[config.mk]
export PLATFORM = sky130hd
export DESIGN_NAME = multi_rail_rst_ctl
export DESIGN_NICKNAME = d
export VERILOG_FILES = /design/src/rtl/rsc_pkg.sv /design/src/rtl/rsc_sync.sv /design/src/rtl/rsc_low_filter.sv /design/src/rtl/rsc_margin_ctl.sv /design/src/rtl/rsc_stretch.sv /design/src/rtl/multi_rail_rst_ctl.sv
export SDC_FILE = /design/constraint.sdc
export NUM_CORES = 1
export LEC_CHECK = 0
export BUFFER_PORTS_ARGS = -buffer_cell sky130_fd_sc_hd__buf_2
export CAP_MARGIN = 20
export CORE_MARGIN = 2
export CORE_UTILIZATION = 58
export CTS_CLUSTER_DIAMETER = 80
export DETAILED_ROUTE_END_ITERATION = 12
export HOLD_SLACK_MARGIN = 0.12
export PLACE_DENSITY = 0.86
export SETUP_SLACK_MARGIN = 0.3
export SLEW_MARGIN = 20
export SYNTH_ARGS = -nofsm -noshare
export SYNTH_HDL_FRONTEND = slang
export SYNTH_SLANG_ARGS = --single-unit
[constraint.sdc]
create_clock -name clk_i -period 7.6 [get_ports clk_i]
set_clock_uncertainty 0.05 [all_clocks]
set_input_delay 0.76 -clock clk_i [delete_from_list [all_inputs] [get_ports clk_i]]
set_output_delay 0.76 -clock clk_i [all_outputs]
set_load 0.01 [all_outputs]
[src/rtl/rsc_pkg.sv]
// Shared definitions for the multi-rail reset controller.
// Assumes: control inputs are bundled so they share one synchronizer.
package rsc_pkg;

    localparam int SYNC_DEPTH = 2;

    // Control inputs that share a synchronizer bank
    typedef struct packed {
        logic mr_n;
        logic lock;
        logic margin_n;
        logic wdog;
    } ctl_t;

    // Idle (no request) level of every control input
    localparam ctl_t CTL_IDLE = '{mr_n: 1'b1, lock: 1'b0, margin_n: 1'b1, wdog: 1'b0};

    // Cycles needed to cover a duration in ns, rounded up by one cycle
    function automatic int cycles_from_ns(input int hz, input int ns);
        return (hz / 1_000_000) * ns / 1000 + 1;
    endfunction

endpackage

[src/rtl/rsc_sync.sv]
// Multi-stage synchronizer for a bundle of asynchronous inputs.
// Assumes: each bit is independent; bundle coherence is not required.
module rsc_sync
    import rsc_pkg::*;
#(
    parameter int W = 1,
    parameter logic [W-1:0] RST_VAL = '0
) (
    input  logic         clk_i,
    input  logic         srst_ni,
    input  logic [W-1:0] d_i,
    output logic [W-1:0] q_o
);

    logic [W-1:0] stg_q [SYNC_DEPTH];

    // Shift the raw value through the synchronizer stages
    always_ff @(posedge clk_i) begin
        if (!srst_ni) begin
            for (int s = 0; s < SYNC_DEPTH; s++) stg_q[s] <= RST_VAL;
        end else begin
            stg_q[0] <= d_i;
            for (int s = 1; s < SYNC_DEPTH; s++) stg_q[s] <= stg_q[s-1];
        end
    end

    assign q_o = stg_q[SYNC_DEPTH-1];

endmodule

[src/rtl/rsc_low_filter.sv]
// Rejects short lows on an active-low request: the filtered output drops
// only after HOLD_CYC consecutive low samples, and rises at once on a high.
// Assumes: raw_ni is already synchronized.
module rsc_low_filter #(
    parameter int HOLD_CYC = 4
) (
    input  logic clk_i,
    input  logic srst_ni,
    input  logic raw_ni,
    output logic filt_no
);

    localparam int CW = $clog2(HOLD_CYC + 1);

    logic [CW-1:0] cnt_q;
    logic          filt_q;

    // Count consecutive low samples; assert once the run is long enough
    always_ff @(posedge clk_i) begin
        if (!srst_ni) begin
            cnt_q  <= '0;
            filt_q <= 1'b1;
        end else if (raw_ni) begin
            cnt_q  <= '0;
            filt_q <= 1'b1;
        end else if (filt_q) begin
            if (cnt_q == CW'(HOLD_CYC - 1)) filt_q <= 1'b0;
            else                            cnt_q  <= cnt_q + 1'b1;
        end
    end

    assign filt_no = filt_q;

    // the filtered request can only fall after a low raw sample
    a_r6_filter_needs_low: assert property (@(posedge clk_i) disable iff (!srst_ni)
        $fell(filt_q) |-> !$past(raw_ni));

endmodule

[src/rtl/rsc_margin_ctl.sv]
// Margin mode control: follows the margin request after DELAY_CYC stable
// cycles and keeps any watchdog expiry seen while outputs are parked, so it
// can be released on the edge at which margin mode ends.
// Assumes: margin_ni and wd_pulse_i are synchronized; wd_pulse_i is one cycle.
module rsc_margin_ctl #(
    parameter int DELAY_CYC = 6
) (
    input  logic clk_i,
    input  logic srst_ni,
    input  logic margin_ni,
    input  logic wd_pulse_i,
    output logic hold_o,
    output logic wd_fire_o
);

    localparam int CW = $clog2(DELAY_CYC + 1);

    logic [CW-1:0] cnt_q;
    logic          hold_q;
    logic          pend_q;
    logic          want;
    logic          differ;
    logic          flip;
    logic          exit_now;

    // Decide whether the parked state is about to change this edge
    always_comb begin
        want     = !margin_ni;
        differ   = want != hold_q;
        flip     = differ && (cnt_q == CW'(DELAY_CYC - 1));
        exit_now = flip && hold_q;
    end

    // Settle the margin state after the request has been steady long enough
    always_ff @(posedge clk_i) begin
        if (!srst_ni) begin
            hold_q <= 1'b0;
            cnt_q  <= '0;
        end else if (!differ) begin
            cnt_q <= '0;
        end else if (flip) begin
            hold_q <= want;
            cnt_q  <= '0;
        end else begin
            cnt_q <= cnt_q + 1'b1;
        end
    end

    // Remember a watchdog expiry that arrives while outputs are parked
    always_ff @(posedge clk_i) begin
        if (!srst_ni)                  pend_q <= 1'b0;
        else if (exit_now)             pend_q <= 1'b0;
        else if (hold_q && wd_pulse_i) pend_q <= 1'b1;
    end

    assign hold_o    = hold_q;
    assign wd_fire_o = (wd_pulse_i && !hold_q) || (exit_now && (pend_q || wd_pulse_i));

    // the parked state only ever moves toward the requested state
    a_r8_flip_follows_request: assert property (@(posedge clk_i) disable iff (!srst_ni)
        (hold_q != $past(hold_q)) |-> (hold_q == !$past(margin_ni)));

    // a pending expiry is only captured while parked
    a_r9_pend_only_parked: assert property (@(posedge clk_i) disable iff (!srst_ni)
        $rose(pend_q) |-> $past(hold_q));

endmodule

[src/rtl/rsc_stretch.sv]
// Reset stretcher: drives reset low on any fault and releases it after a
// fault-free run of the selected length. Any fault restarts the count.
// Assumes: sel_i and cfg_i are steady while a count is running.
module rsc_stretch #(
    parameter int TIMEOUT_CYC = 20,
    parameter int TMO_W       = 8
) (
    input  logic             clk_i,
    input  logic             srst_ni,
    input  logic             fault_i,
    input  logic             sel_i,
    input  logic [TMO_W-1:0] cfg_i,
    output logic             rst_no
);

    logic [TMO_W-1:0] cnt_q;
    logic [TMO_W-1:0] limit;
    logic             rst_n_q;

    // Pick the timeout length, never allowing a zero-length run
    always_comb begin
        if (sel_i) limit = (cfg_i == '0) ? TMO_W'(1) : cfg_i;
        else       limit = TMO_W'(TIMEOUT_CYC);
    end

    // Clear on fault, count quiet cycles, release at the limit
    always_ff @(posedge clk_i) begin
        if (!srst_ni) begin
            cnt_q   <= '0;
            rst_n_q <= 1'b0;
        end else if (fault_i) begin
            cnt_q   <= '0;
            rst_n_q <= 1'b0;
        end else if (!rst_n_q) begin
            if (cnt_q == limit - 1'b1) rst_n_q <= 1'b1;
            else                       cnt_q   <= cnt_q + 1'b1;
        end
    end

    assign rst_no = rst_n_q;

    // a fault always holds reset on the following cycle
    a_r2_fault_holds_reset: assert property (@(posedge clk_i) disable iff (!srst_ni)
        fault_i |=> !rst_n_q);

    // release only happens after a cycle without fault
    a_r3_release_after_quiet: assert property (@(posedge clk_i) disable iff (!srst_ni)
        $rose(rst_n_q) |-> !$past(fault_i));

endmodule

[src/rtl/multi_rail_rst_ctl.sv]
// Multi-rail reset and status controller top. Synchronizes the rail flags
// and control inputs, filters manual reset, handles margin parking and the
// reset timeout, and applies lockout with top priority.
// Assumes: uv_i bits are 1 for an undervoltage; wdog_i rises once per expiry.
module multi_rail_rst_ctl
    import rsc_pkg::*;
#(
    parameter int N_RAILS     = 4,
    parameter int CLK_HZ      = 50_000_000,
    parameter int TIMEOUT_CYC = CLK_HZ / 1000 * 140,
    parameter int GLITCH_CYC  = cycles_from_ns(CLK_HZ, 100),
    parameter int MARGIN_CYC  = CLK_HZ / 50_000,
    parameter int TMO_W       = 24
) (
    input  logic               clk_i,
    input  logic               srst_ni,
    input  logic [N_RAILS-1:0] uv_i,
    input  logic               mr_ni,
    input  logic               lockout_i,
    input  logic               margin_ni,
    input  logic               wdog_i,
    input  logic               tmo_sel_i,
    input  logic [TMO_W-1:0]   tmo_cfg_i,
    output logic [N_RAILS-1:0] rail_no,
    output logic               sys_rst_no
);

    localparam int CTL_W = $bits(ctl_t);

    logic [N_RAILS-1:0] uv_s;
    ctl_t               ctl_raw;
    ctl_t               ctl_s;
    logic               mr_filt_n;
    logic               wd_d_q;
    logic               wd_pulse;
    logic               hold;
    logic               wd_fire;
    logic               fault;
    logic               stretch_rst_n;

    assign ctl_raw = '{mr_n: mr_ni, lock: lockout_i, margin_n: margin_ni, wdog: wdog_i};

    rsc_sync #(.W(N_RAILS), .RST_VAL('0)) i_uv_sync (
        .clk_i  (clk_i),
        .srst_ni(srst_ni),
        .d_i    (uv_i),
        .q_o    (uv_s)
    );

    rsc_sync #(.W(CTL_W), .RST_VAL(CTL_IDLE)) i_ctl_sync (
        .clk_i  (clk_i),
        .srst_ni(srst_ni),
        .d_i    (ctl_raw),
        .q_o    (ctl_s)
    );

    rsc_low_filter #(.HOLD_CYC(GLITCH_CYC)) i_mr_filt (
        .clk_i  (clk_i),
        .srst_ni(srst_ni),
        .raw_ni (ctl_s.mr_n),
        .filt_no(mr_filt_n)
    );

    // Delay the synchronized watchdog level to find its rising edge
    always_ff @(posedge clk_i) begin
        if (!srst_ni) wd_d_q <= 1'b0;
        else          wd_d_q <= ctl_s.wdog;
    end

    assign wd_pulse = ctl_s.wdog && !wd_d_q;

    rsc_margin_ctl #(.DELAY_CYC(MARGIN_CYC)) i_margin (
        .clk_i     (clk_i),
        .srst_ni   (srst_ni),
        .margin_ni (ctl_s.margin_n),
        .wd_pulse_i(wd_pulse),
        .hold_o    (hold),
        .wd_fire_o (wd_fire)
    );

    // Collect every condition that must hold the system in reset
    always_comb begin
        fault = (|uv_s) || !mr_filt_n || wd_fire || ctl_s.lock;
    end

    rsc_stretch #(.TIMEOUT_CYC(TIMEOUT_CYC), .TMO_W(TMO_W)) i_stretch (
        .clk_i  (clk_i),
        .srst_ni(srst_ni),
        .fault_i(fault),
        .sel_i  (tmo_sel_i),
        .cfg_i  (tmo_cfg_i),
        .rst_no (stretch_rst_n)
    );

    // Per-rail status drivers with lockout and margin overrides
    for (genvar g = 0; g < N_RAILS; g++) begin : g_rail
        always_comb begin
            if (ctl_s.lock) rail_no[g] = 1'b0;
            else if (hold)  rail_no[g] = 1'b1;
            else            rail_no[g] = !uv_s[g];
        end
    end

    // System reset driver with the same override order
    always_comb begin
        if (ctl_s.lock) sys_rst_no = 1'b0;
        else if (hold)  sys_rst_no = 1'b1;
        else            sys_rst_no = stretch_rst_n;
    end

    // lockout always restarts the timeout in the stretcher
    a_r7_lock_restarts: assert property (@(posedge clk_i) disable iff (!srst_ni)
        ctl_s.lock |=> !stretch_rst_n);

    // outputs are frozen while parked and outside lockout
    a_r8_parked_frozen: assert property (@(posedge clk_i) disable iff (!srst_ni)
        (hold && $past(hold) && !ctl_s.lock && !$past(ctl_s.lock))
            |-> ($stable(sys_rst_no) && $stable(rail_no)));

endmodule

==> results.yml, run 1 <==
global_routing:
  grt_max_degree: 30
  grt_first_pass_wirelength_mm: 14.0
  globalRouteTotalUtil: 0.243
  overflow: 0
  grt_antenna_before_repair: 0
  first_global_vias: 3186
timing:
  final.min_clock_period_ns: 5.12
  fin_hold_ws_ns: 0.362
  final-hold-violation-count: 0
  setup_repair_after_global_routing_missed_its_margin: "false"
  max_slew_margin: 0.480
  slew_violations: 0
  max_clock_freq_ghz: 0.195
  final-setup-viol-count: 0
  timing_worst_slew_pin_value_ns: 0.779
  min_period_over_period: 0.674
  setup_total_negative_slack_ns: 0
routing:
  route.vias.total: 3502
  detailedRoute.firstIterationViolations: 199
  route.detailed.drc: 0
  vias_per_cell: 6.34
  wl_per_cell_um: 15.2
  drt-pass1-iter-count: 9
  routed_wl_mm: 8.40
  route.antenna.remaining_nets: 0
setup_path:
  critical_path.reg2reg.startpoint: "i_stretch.cnt_q[22]$_SDFFE_PP0P_"
  critical_path.max_fanout: 29
  startpoint: "tmo_cfg_i[17]"
  worst-r2r-setup-slack_ns: 4.40
  setup.worst_path.class: "in2reg"
  timing.reg2reg.worst_path_depth: 10
  reg2reg_to: "i_stretch.cnt_q[1]$_SDFFE_PP0P_"
  critical_path.endpoint_type: "register"
  worst_ep_required_time_ns: 7.82
  critPathArrivalTime_ns: 5.34
  sort_of_element_at_the_start_of_the_critical_path: "input pin"
worst_hold_path:
  min-delay-path-class: "reg2reg"
  min_delay_worst_endpoint: "i_ctl_sync.stg_q[0][7]$_SDFF_PN1_"
  hold_path_depth: 1
  worstHoldStart: "i_ctl_sync.stg_q[0][3]$_SDFF_PN1_"
floorplanning:
  floorplan_core_area_um2: 5960
  floorplan.die.height_um: 82.9
  die_w_um: 82.9
  starting_utilization_of_the_core_area: 0.606
  io_pins: 40
  die_area_um2: 6870
  std_cell_rows: 28
place:
  port-buffer-count: 39
  final_weighted_congestion_in_routability_driven_placement: 0.950
  detailed_place.area_um2: 3780
  dp_hpwl_mm: 5.87
  placed_cells_incl_taps: 535
clock_network:
  post_cts_resize_count: 0
  post-cts-setup-buffer-count: 0
  cts_max_path_buffers: 2
  clk_latency_ns: 0.34
  clock_transition_at_the_registers_of_the_reported_paths_ns: 0.07
  tritoncts: "built"
  clk_root_buffer_cell: "clkbuf_8"
  numCtsBuffers: 9
  clock-sinks: 58
  cts.htree.levels: 3
  cts_hold_buf: 0
synth:
  post-synth-top-area-cell: "dfxtp_1"
  seq_area_frac_synth: 0.322
  post_synth_main_area_contributors: "dfxtp_1 (32%), a21oi_1 (5.4%), xnor2_1 (5.3%), or3_1 (4.0%), and2_1 (3.1%)"
  yosys_warnings: 0
  yosysTopAreaCellShare: 0.322
  syn-num-nets: 487
  postSynth.asyncResetShare: 0
  synth_cells: 447
  synth_seq_cells: 58
  yosys.cell_types.count: 59
  synth_flop_cell: "dfxtp_1"
  synthesis.area_um2: 3610
  postSynthAreaPerCell_um2: 8.08
  synth_enable_flop_cells: 0
layout:
  final_cell_area_um2: 4010
  antenna_cells_inserted: 0
  stdcell_count: 552
  final_nets: 512
  drive_gt1_frac: 0.140
  area.growth.synth_to_final_pct: 11.0
outcome:
  run_status: "complete, no violations"
power:
  leakagePower_nw: 1.34
  peakVddDrop_mv: 0.196
  finalPower_uw: 692
  power.density_cell_area_nw_per_um2: 173
flow_run:
  max_cap_violation_count: 0
## synthesized netlist by cell type (3+ instances only)
master / n
xnor2_1: 22
buf_6: 4
clkbuf_1: 15
or3_1: 23
xor2_1: 10
o21ai_1: 3
and2_1: 18
o2111ai_1: 5
o31ai_1: 14
inv_1: 12
nor2_1: 30
buf_2: 5
nor4_1: 14
ha_1: 5
dfxtp_1: 58
nor2b_1: 6
a21oi_1: 39
nand4b_1: 3
or4_1: 14
o21ai_0: 19
and3_1: 6
nor3_1: 7
mux2i_1: 6
nand3_1: 17
o31a_1: 3
nand2b_1: 11
nand4_1: 8
or2_2: 3
nand2_1: 24
## final cells by class
cell class              instances  area [um^2]
fillers                       507         1950
clock inverters                 7         93.8
flip-flops and latches         58         1160
well taps                      75         93.8
repair buffers                 41          221
inverters                      13         48.8
multi-input cells             349         2270
clock buffers                   9          124
## placed cells by master, fill, tap and decap left out, types with 17 or more instances in the layout
cell / synthesis / layout
xnor2_1: 22 / 22
buf_2: 5 / 39
o21ai_0: 19 / 19
nand3_1: 17 / 17
nand2_1: 24 / 24
a21oi_1: 39 / 39
and2_1: 18 / 18
or3_1: 23 / 23
dfxtp_1: 58 / 58
nor2_1: 30 / 30
## worst max-delay path by stage
stage                                 endpoint  slack (ns)
6_report       i_stretch.cnt_q[9]$_SDFFE_PP0P_        2.48
5_1_grt        i_stretch.cnt_q[9]$_SDFFE_PP0P_        2.04
4_1_cts        i_stretch.cnt_q[1]$_SDFFE_PP0P_        2.60
3_5_place_dp   i_stretch.cnt_q[9]$_SDFFE_PP0P_        2.23
3_3_place_gp   i_stretch.cnt_q[1]$_SDFFE_PP0P_        2.27
2_1_floorplan  i_stretch.cnt_q[5]$_SDFFE_PP0P_        3.07
## sequential cells by signal, summed over array words and instances (netlist names), 3 cells and up
name              flops
i_mr_filt.cnt_q       3
i_ctl_sync.stg_q      8
i_uv_sync.stg_q       8
i_stretch.cnt_q      24
i_margin.cnt_q       10
## kinds of logic (layout without fill, tap and decap cells)
kind of cell    after synthesis  in the layout  synth area share
flops                        58             58             0.322
simple gates                194            194             0.312
compound gates              112            112             0.203
fa+ha+maj                     5              5            0.0173
buf+inv                      40             70            0.0527
xor+xnor                     32             32            0.0776
mux                           6              6            0.0166
## where the power goes
part           switching (mW)  internal, mW  leakage, nW
clock network           0.126         0.184        0.105
logic                  0.0407        0.0290        0.765
registers             0.00392         0.309        0.471
total                   0.170         0.522         1.34
## routing by layer
metal | track usage | wire length [um]
met2 | 0.397 | 3930
met5 | 0 | 0
met4 | 0.134 | 322
met3 | 0.0586 | 657
met1 | 0.293 | 3480
## critical path, cell delays in order
cell and delay [ns]:
buf_2 0.14, nor4_1 0.54, nand4b_1 0.35, or3_1 0.43
o21bai_1 0.18, nand2_1 0.08, ha_1 0.29, nand2b_1 0.28
or4_1 0.33, or4_1 0.16, a21oi_1 0.07, o31ai_1 0.24
nor4_1 0.10, a41o_1 0.46, buf_8 0.28, or4_1 0.50
a21oi_1 0.14
## metrics by stage
step | setup slack (ns) | utilization
6_report | 2.48 | 0.673
5_1_grt | 2.04 | 0.673
4_1_cts | 2.60 | 0.671
3_5_place_dp | 2.23 | 0.635
3_3_place_gp | 2.27 | 0.632
2_1_floorplan | 3.07 | -
Power figures use the tool's default switching activity.
==> inputs of run 2 (changes only) <==
==> constraint.sdc (replaced) <==
create_clock -name clk_i -period 4.8 [get_ports clk_i]
set_clock_uncertainty 0.05 [all_clocks]
set_input_delay 0.48 -clock clk_i [delete_from_list [all_inputs] [get_ports clk_i]]
set_output_delay 0.48 -clock clk_i [all_outputs]
set_load 0.01 [all_outputs]
==> run 2 against run 1 <==
Against the previous run: power rose by 46%; flip-flop and latch count did not move; highest routed layer unchanged; non-clock buffer count rose by 2; sequential power rose by 58%; die area did not move; final area rose by 0.12%; via count fell by 1.2%; clock-buffer cell count rose by 5; combinational power rose by 59%; critical endpoint is now i_stretch.cnt_q[7]$_SDFFE_PP0P_.
==> results.yml, run 2 (synthesized netlist as in run 1, its figures left out) <==
global_routing:
  grt_first_pass_wirelength_mm: 13.9
  overflow: 0
  grt_antenna_before_repair: 0
  globalRouteTotalUtil: 0.240
  first_global_vias: 3093
  grt_max_degree: 48
clock_network:
  clock_transition_at_the_registers_of_the_reported_paths_ns: 0.06
  clk_root_buffer_cell: "clkbuf_8"
  cts.htree.levels: 3
  numCtsBuffers: 9
  tritoncts: "built"
  cts_max_path_buffers: 2
  clk_latency_ns: 0.34
  cts_hold_buf: 0
  clock-sinks: 58
timing:
  timing_worst_slew_pin_value_ns: 0.744
  slew_violations: 0
  setup_repair_after_global_routing_missed_its_margin: "false"
  final.min_clock_period_ns: 4.14
  max_slew_margin: 0.502
  max_clock_freq_ghz: 0.241
  fin_hold_ws_ns: 0.282
  final-setup-viol-count: 0
  min_period_over_period: 0.863
  setup_total_negative_slack_ns: 0
  final-hold-violation-count: 0
outcome:
  run_status: "complete, no violations"
layout:
  most_frequent_standard_cell_in_the_layout_excluding_fill_and_tap_cells: "dfxtp_1"
  largest_registers: "i_stretch.cnt_q: 24 flops, i_margin.cnt_q: 10 flops"
  area.growth.synth_to_final_pct: 11.2
  antenna_cells_inserted: 0
  final_nets: 514
  regMostFlops: "i_stretch.cnt_q"
  largest_reg_flops: 24
  most-common-layout-cells: "dfxtp_1 (58), a21oi_1 (39), buf_2 (39)"
  drive_gt1_frac: 0.144
place:
  dp_hpwl_mm: 5.98
  port-buffer-count: 39
  final_weighted_congestion_in_routability_driven_placement: 0.838
routing:
  vias_per_cell: 6.24
  routed_wl_mm: 8.19
  drt-pass1-iter-count: 5
  route.vias.total: 3459
  wl_per_cell_um: 14.8
  detailedRoute.firstIterationViolations: 183
  route.detailed.drc: 0
  route.antenna.remaining_nets: 0
floorplanning:
  floorplan_core_area_um2: 5960
  std_cell_rows: 28
  io_pins: 40
  die_area_um2: 6870
  starting_utilization_of_the_core_area: 0.606
  die_w_um: 82.9
  floorplan.die.height_um: 82.9
worst_hold_path:
  min-delay-path-class: "in2reg"
setup_path:
  worst_ep_required_time_ns: 5.01
  critPathArrivalTime_ns: 4.35
  sort_of_element_at_the_start_of_the_critical_path: "input pin"
  setup.worst_path.class: "in2reg"
  critical_path.endpoint_type: "register"
  critical_path.max_fanout: 47
power:
  leakagePower_nw: 1.34
  power.density_cell_area_nw_per_um2: 252
  peakVddDrop_mv: 0.308
flow_run:
  max_cap_violation_count: 0
==> run 2: cell count changes in the layout (fill, tap and decap cells not counted), moves of 2 or more <==
cell        delta
buf_4          +3
bufinv_16      -2
clkbuf_8       +3
clkinvlp_4     -2
nor4_1         -2
clkbuf_1       +2
nor4_2         +2
==> run 2: routing by layer <==
layer  global-route usage  wire length, um  up-vias
li1                     -                -     1708
met1                0.305             3640     1601
met2                0.392             3820      131
met3               0.0547              546       19
met4               0.0969              188        0
met5                    0                0        -
==> run 2: final cells by class <==
class,count,area (um^2)
inverters,13,48.8
repair buffers,43,238
multi-input cells,349,2290
clock buffers,14,173
well taps,75,93.8
fillers,523,1940
clock inverters,2,10.0
flip-flops and latches,58,1160
==> run 2: critical path, cell delays in order <==
cell	delay [ns]
buf_2	0.14
nor4_1	0.47
nand4b_1	0.22
or3_1	0.37
o21bai_1	0.19
nand2_1	0.08
ha_1	0.28
nand2b_1	0.21
or4_1	0.31
nor3_1	0.07
o21ai_0	0.22
xnor2_1	0.15
nor4_1	0.07
a41o_1	0.25
buf_12	0.17
or4_1	0.52
a21oi_1	0.14
==> run 2: power by group <==
group / switching, mW / internal, mW / total [mW]
combinational: 0.0648 / 0.0464 / 0.111
clock: 0.177 / 0.228 / 0.405
sequential: 0.00599 / 0.490 / 0.496
total: 0.247 / 0.764 / 1.01
==> run 2: final timing paths <==
check	from	end	slack (ns)	cells past startpoint
setup / recovery	tmo_cfg_i[13]	i_stretch.cnt_q[7]$_SDFFE_PP0P_	0.66	17
hold / removal	mr_ni	i_ctl_sync.stg_q[0][3]$_SDFF_PN1_	0.28	2
setup reg to reg	i_stretch.cnt_q[22]$_SDFFE_PP0P_	i_stretch.cnt_q[1]$_SDFFE_PP0P_	2.05	10
hold reg to reg	i_ctl_sync.stg_q[0][3]$_SDFF_PN1_	i_ctl_sync.stg_q[0][7]$_SDFF_PN1_	0.36	1
==> run 2: stage by stage <==
| stage | setup WS [ns] | power [mW] | util | cell area [um^2] | std cells |
|---|---|---|---|---|---|
| finish | 0.657 | 1.01 | 0.674 | 4010 | 554 |
| global route | 0.340 | 1.05 | 0.674 | 4010 | 554 |
| CTS | 0.582 | 1.02 | 0.670 | 3990 | 554 |
| detailed placement | 0.267 | 0.614 | 0.639 | 3810 | 538 |
| global placement | 0.371 | 0.609 | 0.639 | 3810 | 538 |
| floorplan | 0.552 | 0.573 | - | 3610 | 447 |
==> run 2: repair_timing <==
| action | CTS | global route |
|---|---|---|
| gates resized for setup | 0 | 2 |
| endpoints found under the setup margin | 0 | 19 |
| buffers inserted | 0 | 0 |
